--- src/rtl/busoff_pkg.sv ---
package busoff_pkg;
  typedef enum logic [1:0] {
    ST_IDLE   = 2'd0,
    ST_COUNT  = 2'd1,
    ST_HELD   = 2'd2,
    ST_RESYNC = 2'd3
  } rec_state_e;
endpackage

--- src/rtl/busoff_run_counter.sv ---
module busoff_run_counter #(
  parameter int unsigned RUN_LEN = 11
) (
  input  logic clk_i,
  input  logic rst_ni,
  input  logic enable_i,
  input  logic clear_i,
  input  logic bit_valid_i,
  input  logic bit_value_i,
  output logic run_done_o
);
  localparam int unsigned CNT_W = (RUN_LEN > 1) ? $clog2(RUN_LEN) : 1;
  localparam logic [CNT_W-1:0] LAST = CNT_W'(RUN_LEN - 1);

  logic [CNT_W-1:0] cnt_q;
  logic             at_last;

  assign at_last    = (cnt_q == LAST);
  assign run_done_o = enable_i && !clear_i && bit_valid_i && bit_value_i && at_last;

  always_ff @(posedge clk_i or negedge rst_ni) begin
    if (!rst_ni) begin
      cnt_q <= '0;
    end else if (clear_i || !enable_i) begin
      cnt_q <= '0;
    end else if (bit_valid_i) begin
      // dominant bit or completed run restarts the count
      if (!bit_value_i || at_last) cnt_q <= '0;
      else                         cnt_q <= cnt_q + 1'b1;
    end
  end
endmodule

--- src/rtl/busoff_seq_counter.sv ---
module busoff_seq_counter #(
  parameter int unsigned SEQ_TARGET = 128
) (
  input  logic clk_i,
  input  logic rst_ni,
  input  logic clear_i,
  input  logic incr_i,
  output logic final_o
);
  localparam int unsigned SEQ_W = $clog2(SEQ_TARGET + 1);
  localparam logic [SEQ_W-1:0] LAST = SEQ_W'(SEQ_TARGET - 1);
  localparam logic [SEQ_W-1:0] SAT  = SEQ_W'(SEQ_TARGET);

  logic [SEQ_W-1:0] cnt_q;

  assign final_o = incr_i && !clear_i && (cnt_q == LAST);

  always_ff @(posedge clk_i or negedge rst_ni) begin
    if (!rst_ni) begin
      cnt_q <= '0;
    end else if (clear_i) begin
      cnt_q <= '0;
    end else if (incr_i && (cnt_q != SAT)) begin
      cnt_q <= cnt_q + 1'b1;
    end
  end
endmodule

--- src/rtl/busoff_recovery_fsm.sv ---
module busoff_recovery_fsm
  import busoff_pkg::*;
(
  input  logic       clk_i,
  input  logic       rst_ni,
  input  logic       busoff_enter_i,
  input  logic       recov_hold_i,
  input  logic       run_done_i,
  input  logic       seq_final_i,
  output rec_state_e state_o,
  output logic       clr_run_o,
  output logic       clr_seq_o,
  output logic       rejoin_o
);
  rec_state_e state_q, state_d;
  logic       hold_q, hold_d;
  logic       rejoin_q, rejoin_d;

  always_comb begin
    state_d   = state_q;
    hold_d    = hold_q;
    rejoin_d  = 1'b0;
    clr_run_o = 1'b0;
    clr_seq_o = 1'b0;
    if (busoff_enter_i) begin
      // entry or re-entry: capture hold, restart from zero
      state_d   = ST_COUNT;
      hold_d    = recov_hold_i;
      clr_run_o = 1'b1;
      clr_seq_o = 1'b1;
    end else begin
      unique case (state_q)
        ST_IDLE: begin
          clr_run_o = 1'b1;
          clr_seq_o = 1'b1;
        end
        ST_COUNT: begin
          if (!recov_hold_i) hold_d = 1'b0;
          if (seq_final_i) begin
            if (hold_q && recov_hold_i) begin
              state_d = ST_HELD;
            end else begin
              state_d  = ST_IDLE;
              rejoin_d = 1'b1;
            end
          end
        end
        ST_HELD: begin
          if (!recov_hold_i) begin
            state_d   = ST_RESYNC;
            hold_d    = 1'b0;
            clr_run_o = 1'b1;
          end
        end
        ST_RESYNC: begin
          if (run_done_i) begin
            state_d  = ST_IDLE;
            rejoin_d = 1'b1;
          end
        end
        default: state_d = ST_IDLE;
      endcase
    end
  end

  always_ff @(posedge clk_i or negedge rst_ni) begin
    if (!rst_ni) begin
      state_q  <= ST_IDLE;
      hold_q   <= 1'b0;
      rejoin_q <= 1'b0;
    end else begin
      state_q  <= state_d;
      hold_q   <= hold_d;
      rejoin_q <= rejoin_d;
    end
  end

  assign state_o  = state_q;
  assign rejoin_o = rejoin_q;
endmodule

--- src/rtl/busoff_recovery.sv ---
module busoff_recovery
  import busoff_pkg::*;
#(
  parameter int unsigned RUN_LEN    = 11,
  parameter int unsigned SEQ_TARGET = 128
) (
  input  logic clk_i,
  input  logic rst_ni,
  input  logic busoff_enter_i,
  input  logic bit_valid_i,
  input  logic bit_value_i,
  input  logic recov_hold_i,
  output logic busoff_o,
  output logic rejoin_o
);
  rec_state_e state;
  logic       clr_run, clr_seq;
  logic       run_done, seq_final;
  logic       run_en, seq_incr;

  assign run_en   = (state != ST_IDLE);
  assign seq_incr = run_done && (state == ST_COUNT);

  busoff_run_counter #(.RUN_LEN(RUN_LEN)) u_run (
    .clk_i       (clk_i),
    .rst_ni      (rst_ni),
    .enable_i    (run_en),
    .clear_i     (clr_run),
    .bit_valid_i (bit_valid_i),
    .bit_value_i (bit_value_i),
    .run_done_o  (run_done)
  );

  busoff_seq_counter #(.SEQ_TARGET(SEQ_TARGET)) u_seq (
    .clk_i   (clk_i),
    .rst_ni  (rst_ni),
    .clear_i (clr_seq),
    .incr_i  (seq_incr),
    .final_o (seq_final)
  );

  busoff_recovery_fsm u_fsm (
    .clk_i          (clk_i),
    .rst_ni         (rst_ni),
    .busoff_enter_i (busoff_enter_i),
    .recov_hold_i   (recov_hold_i),
    .run_done_i     (run_done),
    .seq_final_i    (seq_final),
    .state_o        (state),
    .clr_run_o      (clr_run),
    .clr_seq_o      (clr_seq),
    .rejoin_o       (rejoin_o)
  );

  assign busoff_o = (state != ST_IDLE);
endmodule

--- config.mk ---
export PLATFORM = sky130hd
export DESIGN_NAME = busoff_recovery
export DESIGN_NICKNAME = d
export VERILOG_FILES = /design/src/rtl/busoff_pkg.sv /design/src/rtl/busoff_run_counter.sv /design/src/rtl/busoff_seq_counter.sv /design/src/rtl/busoff_recovery_fsm.sv /design/src/rtl/busoff_recovery.sv
export SDC_FILE = /design/constraint.sdc
export NUM_CORES = 1
export LEC_CHECK = 0
export BUFFER_PORTS_ARGS = -buffer_cell sky130_fd_sc_hd__buf_2
export CAP_MARGIN = 40
export CORE_MARGIN = 4
export CORE_UTILIZATION = 30
export DETAILED_ROUTE_END_ITERATION = 8
export SLEW_MARGIN = 20
export SYNTH_ARGS = -nofsm -noshare
export SYNTH_HDL_FRONTEND = slang
export SYNTH_SLANG_ARGS = --single-unit
--- constraint.sdc ---
create_clock -name clk_i -period 2.7 [get_ports clk_i]
set_input_delay 0.135 -clock clk_i [delete_from_list [all_inputs] [get_ports clk_i]]
set_output_delay 0.135 -clock clk_i [all_outputs]
set_load 0.02 [all_outputs]
==> flow_metrics.py <==
metrics = {
    "outcome": {
        "status": "complete, no violations",
    },
    "setup_path": {
        "cp_max_fo": 5,
        "r2r-end": "u_fsm.state_o[0]",
        "worstSetupPathType": "reg -> reg",
        "end_kind": "flip-flop",
        "cp-start-kind": "flip-flop",
        "crit_start": "u_fsm.state_o[0]",
        "crit_end": "u_fsm.state_o[0]",
        "rrSetupSlack_ps": 200,
        "cp.arrival_ps": 2680,
        "r2r_start": "u_fsm.state_o[0]",
        "crit_required_ps": 2880,
        "r2r_cells": 7,
    },
    "logic_synthesis": {
        "syn_area_um2": 976,
        "yosysSeqAreaShare_pct": 41.0,
        "synth_mux_area_share_pct": 2.05,
        "synth-simple-area-share_pct": 27.9,
        "ys.flop_type": "dfrtp_1",
        "yosysWarnings": 0,
        "yosys.cell_types.count": 32,
        "synth_cells": 105,
        "synth_compound_area_share_pct": 10.6,
        "synthAdderAreaFrac_pct": 11.5,
        "synthXorXnorAreaFrac_pct": 3.59,
        "synth-edff-count": 0,
        "async_flop_share_pct": 100,
        "synth.avg_cell_area_um2": 9.29,
        "synth_top_family_by_area": "simple AND/OR/NAND/NOR gates",
        "ys_seq_elements": 16,
        "syn-num-nets": 120,
    },
    "sta": {
        "slew_headroom_pct": 69.8,
        "setup_viol": 0,
        "period_share_pct": 92.7,
        "fin_crit_ps": 2500,
        "whs_ps": 91.0,
        "rsz0062_at_grt": "no",
        "final.setup.tns_ps": 0,
        "max_slew.worst_pin.slew_ps": 450,
        "fin_skew_ps": 2.04,
        "finalHoldViolCount": 0,
        "report.final.slew_viol_count": 0,
        "fmax_mhz": 400,
    },
    "finish": {
        "drive_gt1_share_pct": 12.8,
        "layout_common_cells": "dfrtp_1, nor2_1, nand2_1, ha_1",
        "fillCellCount": 312,
        "antenna_cells": 0,
        "final_common_cell": "dfrtp_1",
        "stdcell_area_mm2": 0.00111,
        "layout.nets": 133,
        "stdcell_count": 161,
        "synthToLayoutAreaGrowth_pct": 14.2,
    },
    "grt": {
        "grt_pass1_wl_um": 3210,
        "grt_remaining_overflow": 0,
        "grt_pass1_vias": 710,
        "grt_max_degree": 17,
        "track_usage_pct": 9.77,
        "grt_antenna_before_repair": 0,
    },
    "floorplan": {
        "boundaryPins": 8,
        "die_x_um": 65.0,
        "core_mm2": 0.00308,
        "die_area_mm2": 0.00423,
        "rows": 20,
        "die_h_um": 65.0,
        "start_util_pct": 31.7,
    },
    "clocking": {
        "cts_tree": "done",
        "ctsResizeCount": 0,
        "cts_sinks": 16,
        "cts_root_buf": "clkbuf_4",
        "clk_latency_ps": 290,
        "cts_buffers": 3,
        "cts-htree-levels": 1,
        "clock_path_buffers": 2,
        "cts_setup_buffers": 0,
        "clk_pin_slew_ps": 90,
    },
    "drt": {
        "firstDrtPassIters": 3,
        "num_vias": 750,
        "drtAntennaViolNets": 0,
        "drc_errors": 0,
        "wire_per_inst_um": 11.2,
        "post_drt_via_cell_ratio": 4.66,
        "initialDrtViolationCount": 6,
        "drt-total-wl_um": 1810,
    },
    "place": {
        "gp_congestion": 0.801,
        "io_buffer_count": 7,
        "dp_cells": 156,
        "dpl.hpwl_um": 1410,
        "place_area_mm2": 0.00107,
    },
    "power_and_ir_drop": {
        "total_power_mw": 0.578,
        "leakage_nw": 0.485,
        "p_per_area_mw_per_mm2": 519,
        "ir_drop_v": 0.000260,
    },
    "worst_hold_path": {
        "hp-class": "in -> reg",
    },
    "flow_run": {
        "drv_cap": 0,
    },
}
how the worst min path moves through the flow:
stage | cells past startpoint | endpoint | start
6_report | 2 | u_fsm.state_o[1] | busoff_enter_i
5_1_grt | 2 | u_fsm.hold_q | recov_hold_i
4_1_cts | 2 | u_fsm.state_o[1] | busoff_enter_i
3_5_place_dp | 1 | u_fsm.state_o[0] | rst_ni
3_3_place_gp | 1 | u_fsm.state_o[1] | rst_ni
2_1_floorplan | 0 | u_fsm.hold_q | rst_ni
final cells by class:
cell class | count | area (µm²) | share of cell area [%]
tap | 44 | 55.1 | 4.94
multi-input combinational | 81 | 544 | 48.8
inverter | 7 | 26.3 | 2.36
timing repair buffer | 9 | 52.6 | 4.71
sequential | 16 | 400 | 35.9
clock buffer | 4 | 36.3 | 3.25
cell usage after synthesis (5+ instances only):
cell type | count | area, µm²
nor3_1 | 5 | 25.0
inv_1 | 7 | 26.3
nand3_1 | 7 | 35.0
ha_1 | 9 | 113
nor2_1 | 15 | 56.3
dfrtp_1 | 16 | 400
nand2_1 | 9 | 33.8
o21ai_1 | 7 | 35.0
routing by layer:
metal	GRT usage, %	vias to the layer above	wire (µm)
met5	0	-	0
li1	-	394	-
met4	3.11	0	20
met1	13.4	346	904
met2	14.2	8	820
met3	3.64	2	65
timing repair:
action	4_1_cts	5_1_grt
endpoints found under the setup margin	0	0
hold buffers	1	0
hold endpoints to repair	16	0
worst max-delay path: stages (launching register included):
cell	delay (ps)
dfrtp_1	410
inv_1	100
ha_1	240
and2b_1	250
or4_4	560
o41ai_2	370
nand3_1	150
a221o_1	310
per-stage QoR:
step / setup WS [ps] / utilization [%]
6_report: 198 / 36.2
5_1_grt: 4.22 / 36.2
4_1_cts: 168 / 36.2
3_5_place_dp: 177 / 34.7
3_3_place_gp: 297 / 34.7
2_1_floorplan: 393 / -
registers in the layout, indices dropped and copies added, names as in the netlist:
name,cells
u_fsm.hold_q,1
u_run.cnt_q,4
u_fsm.rejoin_o,1
u_seq.cnt_q,8
u_fsm.state_o,2
cells by family after synthesis:
| group | Yosys count |
|---|---|
| compound gates | 15 |
| xor+xnor | 4 |
| fa+ha+maj | 9 |
| buf+inv | 8 |
| flops | 16 |
| mux | 2 |
| simple gates | 51 |
report_power, final:
group	total, mW	internal (mW)	switching (mW)
Combinational	0.155	0.0596	0.0954
Clock	0.157	0.0821	0.0750
Sequential	0.266	0.253	0.0126
No activity file was read; power rests on OpenSTA's default activity.
